[config.mk]
export PLATFORM = sky130hd
export DESIGN_NAME = cmdrx_cell_receiver
export DESIGN_NICKNAME = d
export VERILOG_FILES = /design/src/rtl/cmdrx_pkg.sv /design/src/rtl/cmdrx_cell_track.sv /design/src/rtl/cmdrx_fwd_delay.sv /design/src/rtl/cmdrx_payload_buf.sv /design/src/rtl/cmdrx_cell_receiver.sv
export SDC_FILE = /design/constraint.sdc
export NUM_CORES = 1
export LEC_CHECK = 0
export BUFFER_PORTS_ARGS = -buffer_cell sky130_fd_sc_hd__buf_2
export CORE_ASPECT_RATIO = 0.5
export CORE_MARGIN = 3
export CORE_UTILIZATION = 51
export DETAILED_ROUTE_END_ITERATION = 7
export HOLD_SLACK_MARGIN = 0.02
export PLACE_DENSITY = 0.75
export SLEW_MARGIN = 20
export SYNTH_ARGS = -nofsm -noshare
export SYNTH_HDL_FRONTEND = slang
export SYNTH_SLANG_ARGS = --single-unit
[constraint.sdc]
create_clock -name clk -period 5.5 [get_ports clk]
set_input_delay 1.1 -clock clk [delete_from_list [all_inputs] [get_ports clk]]
set_output_delay 1.1 -clock clk [all_outputs]
set_load 0.05 [all_outputs]
[src/rtl/cmdrx_pkg.sv]
package cmdrx_pkg;
  localparam int NIB_W      = 4;
  localparam int CELL_NIBS  = 106;
  localparam int HDR_NIBS   = 10;
  localparam int MATCH_NIB  = 6;   // last routing nibble, VCI[3:0]
  localparam int FIELD_BYTES = 4;
  localparam int IDX_W      = $clog2(CELL_NIBS);
  // header decided after MATCH_NIB, one clock to register, one to gate
  localparam int FWD_LAT    = MATCH_NIB + 3;

  localparam logic [IDX_W-1:0] LAST_IDX  = IDX_W'(CELL_NIBS - 1);
  localparam logic [IDX_W-1:0] MATCH_IDX = IDX_W'(MATCH_NIB);
  localparam logic [IDX_W-1:0] HDR_IDX   = IDX_W'(HDR_NIBS);
endpackage

[src/rtl/cmdrx_cell_track.sv]
module cmdrx_cell_track
  import cmdrx_pkg::*;
(
  input  logic             clk,
  input  logic             rst,
  input  logic             in_sof,
  input  logic [NIB_W-1:0] in_nib,
  input  logic [7:0]       sw_addr,
  output logic             in_cell,
  output logic [IDX_W-1:0] idx,
  output logic             hit_now,
  output logic             cell_match
);
  logic hdr_ok;

  always_comb
    hit_now = in_cell && (idx == MATCH_IDX) && hdr_ok && (in_nib == sw_addr[3:0]);

  always_ff @(posedge clk) begin
    if (rst) begin
      in_cell    <= 1'b0;
      idx        <= '0;
      hdr_ok     <= 1'b0;
      cell_match <= 1'b0;
    end else begin
      if (in_sof) begin
        in_cell    <= 1'b1;
        idx        <= '0;
        cell_match <= 1'b0;
      end else begin
        if (in_cell) begin
          if (idx == LAST_IDX) in_cell <= 1'b0;
          else                 idx     <= idx + IDX_W'(1);
        end
        if (hit_now) cell_match <= 1'b1;
      end
      if (in_cell) begin
        if (idx == '0)
          hdr_ok <= 1'b1;
        else if (idx < IDX_W'(5))
          hdr_ok <= hdr_ok && (in_nib == '0);
        else if (idx == IDX_W'(5))
          hdr_ok <= hdr_ok && (in_nib == sw_addr[7:4]);
      end
    end
  end
endmodule

[src/rtl/cmdrx_fwd_delay.sv]
module cmdrx_fwd_delay #(
  parameter int LAT = 9,
  parameter int NW  = 4
) (
  input  logic          clk,
  input  logic          rst,
  input  logic          in_sof,
  input  logic [NW-1:0] in_nib,
  input  logic          drop,
  output logic          out_sof,
  output logic [NW-1:0] out_nib
);
  localparam int STG = LAT - 1;

  logic [STG-1:0] sof_sr;
  logic [NW-1:0]  nib_sr [STG];
  logic           pass_en;
  logic           head_sof;

  assign head_sof = sof_sr[STG-1];

  always_ff @(posedge clk) begin
    if (rst) begin
      sof_sr  <= '0;
      for (int k = 0; k < STG; k++) nib_sr[k] <= '0;
      pass_en <= 1'b0;
      out_sof <= 1'b0;
      out_nib <= '0;
    end else begin
      sof_sr    <= {sof_sr[STG-2:0], in_sof};
      nib_sr[0] <= in_nib;
      for (int k = 1; k < STG; k++) nib_sr[k] <= nib_sr[k-1];
      if (head_sof) pass_en <= !drop;
      out_sof <= head_sof && !drop;
      out_nib <= pass_en ? nib_sr[STG-1] : '0;
    end
  end
endmodule

[src/rtl/cmdrx_payload_buf.sv]
module cmdrx_payload_buf #(
  parameter int DEPTH = 13,
  parameter int W     = 8,
  localparam int AW   = $clog2(DEPTH)
) (
  input  logic          clk,
  input  logic          wr_en,
  input  logic [AW-1:0] wr_addr,
  input  logic [W-1:0]  wr_data,
  input  logic [AW-1:0] rd_addr,
  output logic [W-1:0]  rd_data
);
  logic [W-1:0] mem [DEPTH];

  always_ff @(posedge clk) begin
    if (wr_en) mem[wr_addr] <= wr_data;
    rd_data <= mem[rd_addr];
  end
endmodule

[src/rtl/cmdrx_cell_receiver.sv]
module cmdrx_cell_receiver
  import cmdrx_pkg::*;
#(
  parameter int DATA_MAX = 13
) (
  input  logic                        clk,
  input  logic                        rst,
  input  logic [7:0]                  strap_addr,
  input  logic                        addr_load,
  input  logic [7:0]                  addr_new,
  input  logic                        in_sof,
  input  logic [3:0]                  in_nib,
  output logic                        out_sof,
  output logic [3:0]                  out_nib,
  output logic                        cmd_ready,
  output logic                        cmd_busy,
  input  logic                        cmd_done,
  output logic [7:0]                  cmd_code,
  output logic [7:0]                  cmd_sub,
  output logic [7:0]                  cmd_num,
  output logic [7:0]                  cmd_count,
  input  logic [$clog2(DATA_MAX)-1:0] rd_addr,
  output logic [7:0]                  rd_data,
  output logic                        cmd_overflow
);
  localparam int AW = $clog2(DATA_MAX);
  localparam int KW = IDX_W - 1;
  localparam logic [7:0]    CNT_MAX  = 8'(DATA_MAX);
  localparam logic [KW-1:0] DAT_LO   = KW'(FIELD_BYTES);
  localparam logic [KW-1:0] DAT_HI   = KW'(FIELD_BYTES + DATA_MAX);

  logic [7:0]       sw_addr;
  logic             in_cell, hit_now, cell_match, capturing;
  logic [IDX_W-1:0] idx, pl_off;
  logic [KW-1:0]    byte_k, data_idx;
  logic [3:0]       hi_nib;
  logic             in_payload, byte_done, end_evt, buf_we;
  logic [7:0]       byte_val;

  cmdrx_cell_track u_track (
    .clk(clk), .rst(rst), .in_sof(in_sof), .in_nib(in_nib), .sw_addr(sw_addr),
    .in_cell(in_cell), .idx(idx), .hit_now(hit_now), .cell_match(cell_match)
  );

  cmdrx_fwd_delay #(.LAT(FWD_LAT), .NW(NIB_W)) u_fwd (
    .clk(clk), .rst(rst), .in_sof(in_sof), .in_nib(in_nib), .drop(cell_match),
    .out_sof(out_sof), .out_nib(out_nib)
  );

  always_comb begin
    in_payload = in_cell && (idx >= HDR_IDX);
    pl_off     = idx - HDR_IDX;
    byte_k     = pl_off[IDX_W-1:1];
    byte_val   = {hi_nib, in_nib};
    byte_done  = capturing && in_payload && pl_off[0];
    data_idx   = byte_k - DAT_LO;
    buf_we     = byte_done && (byte_k >= DAT_LO) && (byte_k < DAT_HI);
    end_evt    = in_cell && (idx == LAST_IDX);
  end

  cmdrx_payload_buf #(.DEPTH(DATA_MAX), .W(8)) u_buf (
    .clk(clk), .wr_en(buf_we), .wr_addr(data_idx[AW-1:0]), .wr_data(byte_val),
    .rd_addr(rd_addr), .rd_data(rd_data)
  );

  always_ff @(posedge clk) begin
    if (rst) begin
      sw_addr      <= strap_addr;
      capturing    <= 1'b0;
      hi_nib       <= '0;
      cmd_ready    <= 1'b0;
      cmd_busy     <= 1'b0;
      cmd_overflow <= 1'b0;
      cmd_code     <= '0;
      cmd_sub      <= '0;
      cmd_num      <= '0;
      cmd_count    <= '0;
    end else begin
      if (addr_load) sw_addr <= addr_new;
      if (in_payload && !pl_off[0]) hi_nib <= in_nib;
      if (byte_done) begin
        unique case (byte_k)
          KW'(0):  cmd_code <= byte_val;
          KW'(1):  cmd_sub  <= byte_val;
          KW'(2):  cmd_num  <= byte_val;
          KW'(3):  cmd_count <= (byte_val > CNT_MAX) ? CNT_MAX : byte_val;
          default: ;
        endcase
      end
      cmd_ready <= 1'b0;
      if (cmd_done) cmd_busy <= 1'b0;
      if (end_evt && capturing) begin
        cmd_ready <= 1'b1;
        cmd_busy  <= 1'b1;
      end
      if (in_sof || end_evt) capturing <= 1'b0;
      else if (hit_now && !cmd_busy) capturing <= 1'b1;
      if (hit_now && cmd_busy) cmd_overflow <= 1'b1;
    end
  end


  ready_pulse_chk: assert property (@(posedge clk) disable iff (rst)
    cmd_ready |=> !cmd_ready);

  ready_busy_chk: assert property (@(posedge clk) disable iff (rst)
    cmd_ready |-> cmd_busy);

  busy_hold_chk: assert property (@(posedge clk) disable iff (rst)
    cmd_busy && !cmd_done |=> cmd_busy);

  fields_stable_chk: assert property (@(posedge clk) disable iff (rst)
    cmd_busy && !cmd_done |=> $stable(cmd_code) && $stable(cmd_count) && $stable(cmd_num));

  no_overflow_clear_chk: assert property (@(posedge clk) disable iff (rst)
    cmd_overflow |=> cmd_overflow);

  always_ff @(posedge clk) begin
    if (!rst) count_clamp_chk: assert (cmd_count <= CNT_MAX);
  end
endmodule

# After elaboration in Yosys (flattened, before gate mapping)
# Memory sizes are Yosys's and may differ from the RTL's. A register that Yosys moved wholly into a read port is not among the register bits.
# Cells that the tools add are included.
# totals
rom_bits	0
latch_bits	0
ram_bits	136
memories	2
input_bits	29
regBits	68
out_inout_bits	48
word_cells	105
# memory_table
name	words	width	rd	rd_clocked_by_memory_dff	wr	line	text
u_buf.mem	13	8	1	1	1	cmdrx_payload_buf.sv:13	logic [W-1:0] mem [DEPTH];
u_fwd.nib_sr	8	4	8	1	8	cmdrx_fwd_delay.sv:16	logic [NW-1:0] nib_sr [STG];
# classes
bitwise_logic	10
muxes	25
mul	0
n_eq_ne	8
n_addsub	3
div	0
n_reduce_logical	35
order_cmp	5
n_shift	0
# ops
op	count
$mux W4	8
$mux W8	3
$logic_and A1 B1 Y1	16
$eq A7 B3 Y1 const B	2
$mux W1	14
$eq A6 B2 Y1 const B	2
$reduce_and A2 Y1	6
$eq A4 B4 Y1	2
$gt A8 B4 Y1 const B	1
$or A1 B1 Y1	8
$add A7 B1 Y7 const B	1
$eq A7 B7 Y1 const B	1
$ge A7 B4 Y1 const B	1
$logic_not A7 Y1	1
$lt A7 B3 Y1 const B	1
$sub A7 B4 Y7 const B	1
$eq A6 B1 Y1 const B	1
$ge A6 B3 Y1 const B	1
$logic_not A6 Y1	1
$lt A6 B5 Y1 const B	1
$reduce_or A2 Y1	3
$logic_not A4 Y1	1
$reduce_bool A2 Y1	2
$sub A4 B3 Y4 const B	1
4 further kinds	7

# Longest topological paths before layout
# Gate-level depths: netlist (run 1).
# depth
word_depth	8
mapped_depth	7
mapped_depth_nobuf	6

# Modules after synthesis
# Synthesis (run 1) repeated with hierarchy kept, for this count alone.
# unflattened
hier_cells	569
hier_area_um2	8281.7
# by_module_without_submodules
mod	n_inst	area_per_inst_um2	cells_each	seq_area_each_um2
cmdrx_payload_buf	1	4226.6	192	3283.1
cmdrx_cell_receiver	1	2208.4	211	1041.0
cmdrx_fwd_delay	1	1247.4	98	920.9
cmdrx_cell_track	1	599.3	68	200.2

# Worst setup path after synthesis (run 1)
# Ideal clock, no wire load.
# synth_path
path_type	in2reg
startpoint	in rst
endpoint	reg sw_addr[0], enable pin
path_buffers	3
required_time_ps	5191
setup_time_ps	309
t_arrival_ps	2173
path_stages	4
setup_slack_ps	3017
path_cell_list	clkbuf_1 > buf_1 > clkbuf_1 > or2_2
# synth_between
elab_chain_len	1
# synth_rtl
element	line	text
start, declared	cmdrx_cell_receiver.sv:7	input logic rst,
$reduce_bool A2 Y1 (no line)	-	
end signal, assigned	cmdrx_cell_receiver.sv:68	sw_addr <= strap_addr;
end signal, assigned	cmdrx_cell_receiver.sv:79	if (addr_load) sw_addr <= addr_new;
end, declared	cmdrx_cell_receiver.sv:32	logic [7:0] sw_addr;
# No other way between the ends.
# A chain may end at the register's enable or synchronous reset.

# Worst setup path after layout (run 1)
# layout_path
startpoint	reg u_track.idx[3]
endpoint	mem u_buf.mem[5][1], enable pin
# layout_between
elab_chain_len	8
elab_cells_between_ends	12
classes_between	2 x add/sub; 3 x order compare; 2 x mux; 5 x reduce/logical
# layout_rtl
element	line	text
start, declared	cmdrx_cell_track.sv:10	output logic [IDX_W-1:0] idx,
start signal, assigned	cmdrx_cell_track.sv:33	else idx <= idx + IDX_W'(1);
parallel branches: the longest is 8 deep, another holds $sub A7 B4 Y7	-	
end, declared	cmdrx_payload_buf.sv:13	
# Several ways; the timed one is not identified.

==> results of run 1 <==
-- per-layer routing --
layer  vias to the layer above  global-route usage (%)  wire length (µm)
met5                         -                       0                 0
met4                         0                    5.76               450
met3                        33                    5.03               997
met2                       144                    29.0              7100
met1                      2175                    25.6              7100
li1                       2077                       -                 -
-- cell type report --
class / count / area (µm²) / area share, %
Sequential cell: 216 / 5450 / 60.3
Multi-Input combinational cell: 280 / 2290 / 25.4
Clock buffer: 27 / 536 / 5.93
Timing Repair Buffer: 81 / 418 / 4.63
Tap cell: 198 / 248 / 2.74
Clock inverter: 7 / 67.6 / 0.748
Inverter: 7 / 26.3 / 0.291
-- power breakdown --
group | switching (µW) | internal [µW] | total (µW)
sequential | 9.34 | 1700 | 1710
combinational | 72.8 | 45.0 | 118
clock | 549 | 730 | 1280
total | 632 | 2480 | 3110
-- worst max-delay path: stages, from the launching register on --
cell and delay, ps:
dfxtp_1 610, nand2_1 170, or3_1 400, nor2_1 910
-- cell families after synthesis --
kind of cell | synth area share, %
mux | 12.8
xor+xnor | 1.44
simple gates | 11.1
compound gates | 2.97
fa+ha+maj | 0.633
flops | 68.8
buf+inv | 2.23
-- sequential cells by signal, summed over array words and instances (netlist names), 4 cells and up --
name,count
cmd_code,8
cmd_count,8
cmd_num,8
cmd_sub,8
hi_nib,4
sw_addr,8
u_buf.mem,104
u_buf.rd_data,8
u_fwd.nib_sr,32
u_fwd.out_nib,4
u_fwd.sof_sr,8
u_track.idx,7
-- Yosys cell counts (3+ instances only) --
cell / instances
or2_2: 4
a21oi_1: 14
or3_1: 3
mux2i_1: 34
xor2_1: 8
o21a_1: 3
nand3_1: 5
and2_1: 8
buf_4: 3
nand2b_1: 6
buf_1: 4
ha_1: 4
a211oi_1: 4
mux2_2: 12
dfxtp_1: 104
nand2_1: 7
o21ai_0: 3
o22ai_1: 9
buf_2: 9
inv_1: 7
xnor2_1: 5
mux4_2: 24
edfxtp_1: 112
nor4_1: 3
nor3_1: 5
nor2b_1: 43
clkbuf_1: 15
nor2_1: 54
-- how the worst min path moves through the flow --
stage | end | depth (start not counted) | startpoint | slack [ps]
floorplan | u_fwd.out_nib[0] | 1 | u_fwd.nib_sr[7][0] | 410
global placement | u_fwd.out_nib[2] | 1 | u_fwd.nib_sr[7][2] | 410
detailed placement | u_fwd.out_nib[3] | 1 | u_fwd.nib_sr[7][3] | 420
CTS | u_fwd.out_nib[3] | 1 | u_fwd.nib_sr[7][3] | 430
global route | u_fwd.out_nib[0] | 1 | u_fwd.nib_sr[7][0] | 440
finish | u_fwd.out_nib[3] | 1 | u_fwd.nib_sr[7][3] | 430
-- through the flow --
stage               util [%]  worst slack [ps]  std cells  power (µW)  cell area (µm²)
finish                  60.9              3030        816        3110             9030
global route            60.9              2890        816        3210             9030
CTS                     60.9              2990        816        3130             9030
detailed placement      56.9              2840        782        1870             8430
global placement        56.9              2870        782        1870             8430
floorplan                  -              3020        535        1830             7910
==> reports/metrics.yaml, run 1 <==
post-cts-setup-buffers: 0
wirelength_um: 15700
start_util_pct: 53.4
synth_top_area_cell: "edfxtp_1"
finalCriticalPeriod_ps: 2470
reg2reg_depth: 3
yosysWarnings: 0
setup_violations: 0
grt_pass1_wl_um: 24600
hpwl_um: 9750
syn_area_per_cell_um2: 14.8
cts_max_level: 1
timing.critical_path.fanout_max: 14
drt_iter0_drc: 291
hold_buffers: 0
synth.area.top_cells: "edfxtp_1 43%, dfxtp_1 26%, mux4_2 6.8%"
reg2reg_slack_ps: 3030
path_class: "reg2reg"
power_density_nw_per_um2: 344
antenna_left: 0
cts_buffer_depth: 3
clock_latency_ps: 480
cts_resized: 0
drv_slew: 0
synth_top_cell_area_share_pct: 42.5
die_w_um: 182
nets: 638
grt_overflow: 0
core_area_um2: 14800
cp-endpoint: "u_buf.mem[5][1]"
cts.sinks: 216
post-route-period-util_pct: 44.9
worst_pin_slew_ps: 1160
max_freq_ghz: 0.405
vias: 4429
diodes: 0
reg2reg_to: "u_buf.mem[5][1]"
io_pins: 77
hold_ws_ps: 428
std_cell_rows: 31
die_height_um: 94.1
cp-start-kind: "flop"
ys_seq_elements: 216
fill_cells: 1120
leakage_uw: 0.00341
first_global_vias: 4442
drc: 0
synth_cell_types: 46
grt_max_degree: 40
finalHoldViolations: 0
first_pass_iters: 5
final_common_cell: "edfxtp_1"
gp_congestion: 0.848
finalClockSkew_ps: 14.2
peakVddDrop_v: 0.000221
via_per_inst: 5.43
cp.arrival_ps: 2570
ys_async_sr_fraction_pct: 0
synth_edf_count: 112
required_ps: 5600
post_drt_wl_per_cell_um: 19.2
cap_violations: 0
grt_antenna_before_repair: 0
critPathLaunch: "u_track.idx[3]"
syn_inst: 535
critPathCaptureType: "flop"
die_area_um2: 17100
synth_top_flop_cell: "edfxtp_1"
finalSetupTns_ps: 0
cts_root_buf: "clkbuf_16"
status: "finished, final reports clean"
portBuffers: 76
relSlewSlack_pct: 22.1
syn-num-nets: 568
min_path_type: "reg2reg"
cts_tree: "yes"
final_cell_mix: "112 x edfxtp_1, 104 x dfxtp_1, 76 x buf_2, 54 x nor2_1, 43 x nor2b_1"
rsz0062_at_grt: "false"
yosysSeqAreaShare_pct: 68.8
grt_util_all_layers_pct: 18.6
r2r-start: "u_track.idx[3]"
drive_gt1_share_pct: 24.9
synth_area_um2: 7910
cts_buffers: 19
clk_transition_reported_paths_ps: 60
syn2layout_area_growth_pct: 14.1
No activity file was read; power rests on OpenSTA's default activity.
==> run 2: changes to the inputs <==
ABC_AREA = 1   (was not set)
clock period = 2.5 ns   (was 5.5 ns; I/O delays follow)
==> run 2 against run 1 <==
  * Synthesized cell count rose by 59%
  * Critical path depth up 8
  * Sequential power rose by 120%
==> reports/metrics.yaml, run 2 <==
finalCriticalPeriod_ps: 2250  # -218 ps
syn_inst: 853  # +59%
finalSetupTns_ps: 0  # unchanged
final_cell_mix: "201 x nor2_1, 132 x nand2_1, 112 x edfxtp_1, 104 x dfxtp_1, 76 x buf_2"
cts_tree: "yes"
synth_top_area_cell: "edfxtp_1"
grt_antenna_before_repair: 0  # unchanged
top_regs: "u_buf.mem x104, u_fwd.nib_sr x32"
syn2layout_area_growth_pct: 16.7
synth_edf_count: 112  # unchanged
peakVddDrop_v: 0.000388  # +76%
drt_iter0_drc: 675  # +130%
pwr-share-seq_pct: 50.2  # -4.9 points
via_per_inst: 5.22  # -3.8%
path_class: "reg2reg"
required_ps: 2690  # -2910 ps
std_cell_rows: 32  # +3.2%
cts_buffer_depth: 3  # unchanged
dp_slack_ps: 308  # -2540 ps
power_density_nw_per_um2: 771  # +120%
yosysWarnings: 0  # unchanged
p_int_uw: 5940  # +140%
cts_max_level: 1  # unchanged
gp_congestion: 0.934  # +10%
finalClockSkew_ps: 18.7  # +4.53 ps
grt_overflow: 0  # unchanged
timing.critical_path.fanout_max: 12  # -2
combPwrFrac_pct: 4.9  # +1.1 points
ys_async_sr_fraction_pct: 0  # unchanged
post_drt_wl_per_cell_um: 16.6  # -13%
switching_share_pct: 20.9  # +0.61 points
critPathLaunch: "u_track.idx[2]"
clock_latency_ps: 500  # +20 ps
largest-register: "u_buf.mem"
nets: 972  # +52%
synth.area.top_cells: "edfxtp_1 40%, dfxtp_1 25%, nor2_1 9.0%"
die_height_um: 96.5  # +2.6%
yosysMostFrequentCell: "nor2_1"
min_from: "cmd_done"
synth_cell_types: 39  # -15%
power.share.clock_pct: 44.9  # +3.8 points
portBuffers: 76  # unchanged
cp-start-kind: "flop"
ys_seq_elements: 216  # unchanged
core_area_um2: 15700  # +5.9%
grt_util_all_layers_pct: 21.2  # +2.6 points
drc: 0  # unchanged
cts_root_buf: "clkbuf_16"
hold_ws_ps: 220  # -208 ps
clk_transition_reported_paths_ps: 60  # about the same
yosysSeqAreaShare_pct: 65.2  # -3.6 points
fin_ws_ps: 247  # -2780 ps
vias: 6133  # +38%
grt_max_degree: 52  # +30%
cts_buffers: 20  # +1
relSlewSlack_pct: 47.0  # +25 points
cp.arrival_ps: 2440  # -130 ps
start_util_pct: 53.2  # -0.19 points
io_pins: 77  # unchanged
worst_pin_slew_ps: 794  # -370 ps
die_w_um: 187  # +2.6%
synth_top_flop_cell: "edfxtp_1"
final_common_cell: "nor2_1"
critPathCaptureType: "flop"
leakage_uw: 0.00380  # +12%
finalHoldViolations: 0  # unchanged
diodes: 0  # unchanged
cts.sinks: 216  # unchanged
hold_buffers: 0  # unchanged
hpwl_um: 12900  # +32%
grtUsageMet1_pct: 29.2  # +3.6 points
status: "finished, final reports clean"
first_global_vias: 5848  # +32%
first_pass_iters: 5  # unchanged
post-cts-setup-buffers: 0  # unchanged
top_usage_layer: "met2"
syn_area_per_cell_um2: 9.79  # -34%
syn-num-nets: 886  # +56%
antenna_left: 0  # unchanged
setup_violations: 0  # unchanged
max_freq_ghz: 0.444  # +9.7%
synth_top_cell_area_share_pct: 40.3  # -2.2 points
drive_gt1_share_pct: 17.0  # -7.9 points
min_path_type: "in2reg"
post-route-period-util_pct: 90.1  # +45 points
r2r-start: "u_track.idx[2]"
use_met2_pct: 35.1  # +6.1 points
wirelength_um: 19500  # +25%
synth_area_um2: 8350  # +5.6%
largest_reg_flops: 104  # unchanged
grt_pass1_wl_um: 30300  # +23%
cts_resized: 0  # unchanged
cap_violations: 0  # unchanged
rsz0062_at_grt: "false"
p_switching_uw: 1570  # +150%
use_met3_pct: 3.93  # -1.1 points
synth_top_cells_by_count: "201 x nor2_1, 132 x nand2_1, 112 x edfxtp_1, 104 x dfxtp_1, 74 x inv_1"
die_area_um2: 18000  # +5.3%
drv_slew: 0  # unchanged
## run 2: changes by cell type after synthesis, sizes merged, moves of 8 or more
cell	delta
nor2	+152
nand2	+129
inv	+74
o21ai	+70
nor2b	-43
mux2i	-34
mux4	-24
nand3	+15
mux2	-12
a21oi	+10
o211ai	+9
o22ai	+9
and2	-8
## run 2: path summary, 6_finish.rpt
check                             to  slack [ps]  cells after the start
hold / removal              cmd_busy         220                      2
hold reg to reg   u_fwd.nib_sr[6][3]         400                      2
setup reg to reg     u_buf.mem[4][4]         250                     11
setup / recovery     u_buf.mem[4][4]         250                     11
## run 2: cell families after synthesis
family,Yosys count,synth area share [%]
xor gates and xnor gates,6,0.629
DFF,216,65.2
AOI/OAI and AO/OA,128,8.77
buffers and inverters,119,5.93
adders and majority gates,4,0.599
and+or+nand+nor,380,18.9
## run 2: metal layers
metal  routed length (µm)  up-vias
met2                 8860      263
li1                     -     2963
met3                 1650       39
met1                 8550     2868
met5                    0        -
met4                  435        0
## run 2: metrics by stage
stage	util, %	std cells	instance area (µm²)	power [µW]
2_1_floorplan	-	853	8350	4080
3_3_place_gp	57.3	1138	9000	4210
3_5_place_dp	57.3	1138	9000	4220
4_1_cts	62.1	1174	9740	7550
5_1_grt	62.1	1174	9740	7740
6_report	62.1	1174	9740	7520
## run 2: final cells by class
class	instances	area (µm²)
fill	1278	5950
sequential	216	5450
multi-input combinational	518	2410
clock buffer	29	596
timing repair buffer	99	553
inverter	84	315
tap	221	277
clock inverter	7	149
## run 2: critical path: stages (launching register included)
cell and delay (ps):
dfxtp_1 530, inv_1 170, nand2_4 120, nand2_4 70, nand2_1 100, nand2_2 120, nand3_1 120, nand2_1 90
nor2_4 150, nand2_1 140, nor2_1 150, buf_4 200
## run 2: power groups by stage
stage               Sequential [µW]  Clock [µW]  Combinational, µW
floorplan                      3890           0                189
CTS                            3770        3420                366
finish                         3770        3380                367
detailed placement             3850           0                364
global placement               3850           0                355
global route                   3780        3560                404
==> run 3: changes to the inputs <==
ABC_AREA = not set   (was 1)
==> run 3 against run 2 <==
  * Fmax grew 15%
  * Sequential power about the same
  * Largest cell class unchanged
  * Sequential share of layout area up 3.4 points
  * Die area down 5.0%
  * Sequential cell count unchanged
==> reports/metrics.yaml, run 3 (same netlist as run 1, synthesis figures left out) <==
syn2layout_area_growth_pct: 16.0
hpwl_um: 10800  # -16%
crit_chain: "or3b_1, or2_2, nor2_1, buf_4"
min_path_type: "in2reg"
rsz0062_at_grt: "false"
finalCriticalPeriod_ps: 1950  # -301 ps
clk_transition_reported_paths_ps: 60  # about the same
core_area_um2: 14800  # -5.6%
slowest_stage: "dfxtp_1"
gp_congestion: 0.858  # -8.2%
path_class: "reg2reg"
cts.sinks: 216  # unchanged
cts_buffer_depth: 3  # unchanged
post-route-period-util_pct: 78.1  # -12 points
die_height_um: 94.1  # -2.5%
antenna_left: 0  # unchanged
drc: 0  # unchanged
cts_resized: 0  # unchanged
clock_latency_ps: 480  # -20 ps
leakage_uw: 0.00352  # -7.6%
critPathCaptureType: "flop"
required_ps: 2670  # -20 ps
top_regs: "u_buf.mem x104, u_fwd.nib_sr x32"
grt_util_all_layers_pct: 19.2  # -2.0 points
vias: 4534  # -26%
std_cell_rows: 31  # -3.1%
cts_root_buf: "clkbuf_16"
grt_pass1_wl_um: 25200  # -17%
timing.critical_path.fanout_max: 10  # -2
power_density_nw_per_um2: 749  # -3.0%
hold_buffers: 0  # unchanged
cts_buffers: 19  # -5.0%
slowest_delay_ps: 540  # about the same
peakVddDrop_v: 0.000469  # +21%
first_pass_iters: 4  # -1
wirelength_um: 16300  # -16%
first_global_vias: 4538  # -22%
cts_tree: "yes"
largest-register: "u_buf.mem"
cp.arrival_ps: 2120  # -320 ps
finalHoldViolations: 0  # unchanged
finalClockSkew_ps: 12.4  # -6.34 ps
start_util_pct: 53.4  # +0.19 points
grt_antenna_before_repair: 0  # unchanged
die_w_um: 182  # -2.6%
cap_violations: 0  # unchanged
final_common_cell: "edfxtp_1"
relSlewSlack_pct: 56.4  # +9.4 points
grt_overflow: 0  # unchanged
drive_gt1_share_pct: 27.0  # +10 points
drt_iter0_drc: 325  # -52%
max_freq_ghz: 0.512  # +15%
finalSetupTns_ps: 0  # unchanged
status: "finished, final reports clean"
via_per_inst: 5.43  # +3.9%
grt_max_degree: 24  # -54%
setup_violations: 0  # unchanged
power_uw: 6870  # -8.6%
post-cts-setup-buffers: 0  # unchanged
fill_cells: 1109  # -13%
diodes: 0  # unchanged
final_cell_mix: "112 x edfxtp_1, 104 x dfxtp_1, 76 x buf_2, 54 x nor2_1, 43 x nor2b_1"
nets: 658  # -32%
post_drt_wl_per_cell_um: 19.5  # +18%
cp-start-kind: "flop"
cts_max_level: 1  # unchanged
die_area_um2: 17100  # -5.0%
drv_slew: 0  # unchanged
portBuffers: 76  # unchanged
worst_pin_slew_ps: 654  # -141 ps
largest_reg_flops: 104  # unchanged
io_pins: 77  # unchanged
-- run 3: path summary, 6_finish.rpt --
check | from | to | slack [ps] | cells past startpoint
setup reg to reg | u_track.idx[4] | u_buf.mem[0][6] | 550 | 4
hold / removal | cmd_done | cmd_busy | 280 | 3
hold reg to reg | u_fwd.nib_sr[7][2] | u_fwd.out_nib[2] | 430 | 1
setup / recovery | u_track.idx[4] | u_buf.mem[0][6] | 550 | 4
-- run 3: final cells by class --
class	instances	area (µm²)	share of cell area (%)
Multi-Input combinational cell	280	2290	24.9
Timing Repair Buffer	101	568	6.19
Sequential cell	216	5450	59.3
Clock inverter	6	57.6	0.627
Tap cell	198	248	2.70
Inverter	7	26.3	0.286
Clock buffer	27	546	5.94
-- run 3: stage by stage --
stage / hold slack (ps) / cells / util [%] / area (µm²) / setup slack [ps]
after CTS: 269 / 835 / 62.0 / 9180 / 556
after floorplan: 406 / 535 / - / 7910 / 419
final: 282 / 835 / 62.0 / 9180 / 548
after global placement: 411 / 802 / 57.9 / 8580 / 519
after global routing: 280 / 835 / 62.0 / 9180 / 406
after detailed placement: 419 / 802 / 57.9 / 8580 / 498
-- run 3: where the power goes --
group | leakage (µW) | switching (µW) | internal (µW) | total [µW]
logic | 0.00144 | 167 | 106 | 273
clock network | 0.000291 | 1210 | 1620 | 2830
registers | 0.00178 | 18.3 | 3750 | 3770
-- run 3: per-layer routing --
layer	vias to the layer above	global-route usage, %	part of all wire, %
li1	2114	-	-
met1	2231	25.9	43
met2	162	31.1	47
met3	27	5.18	8.4
met4	0	5.57	2.3
met5	-	0	0
-- run 3: worst max-delay path, delay by kind of cell (launching register included) --
family / cells / cell delay [ps]
flip-flops: 1 / 540
buffers and inverters: 1 / 230
AND/OR/NAND/NOR: 3 / 880
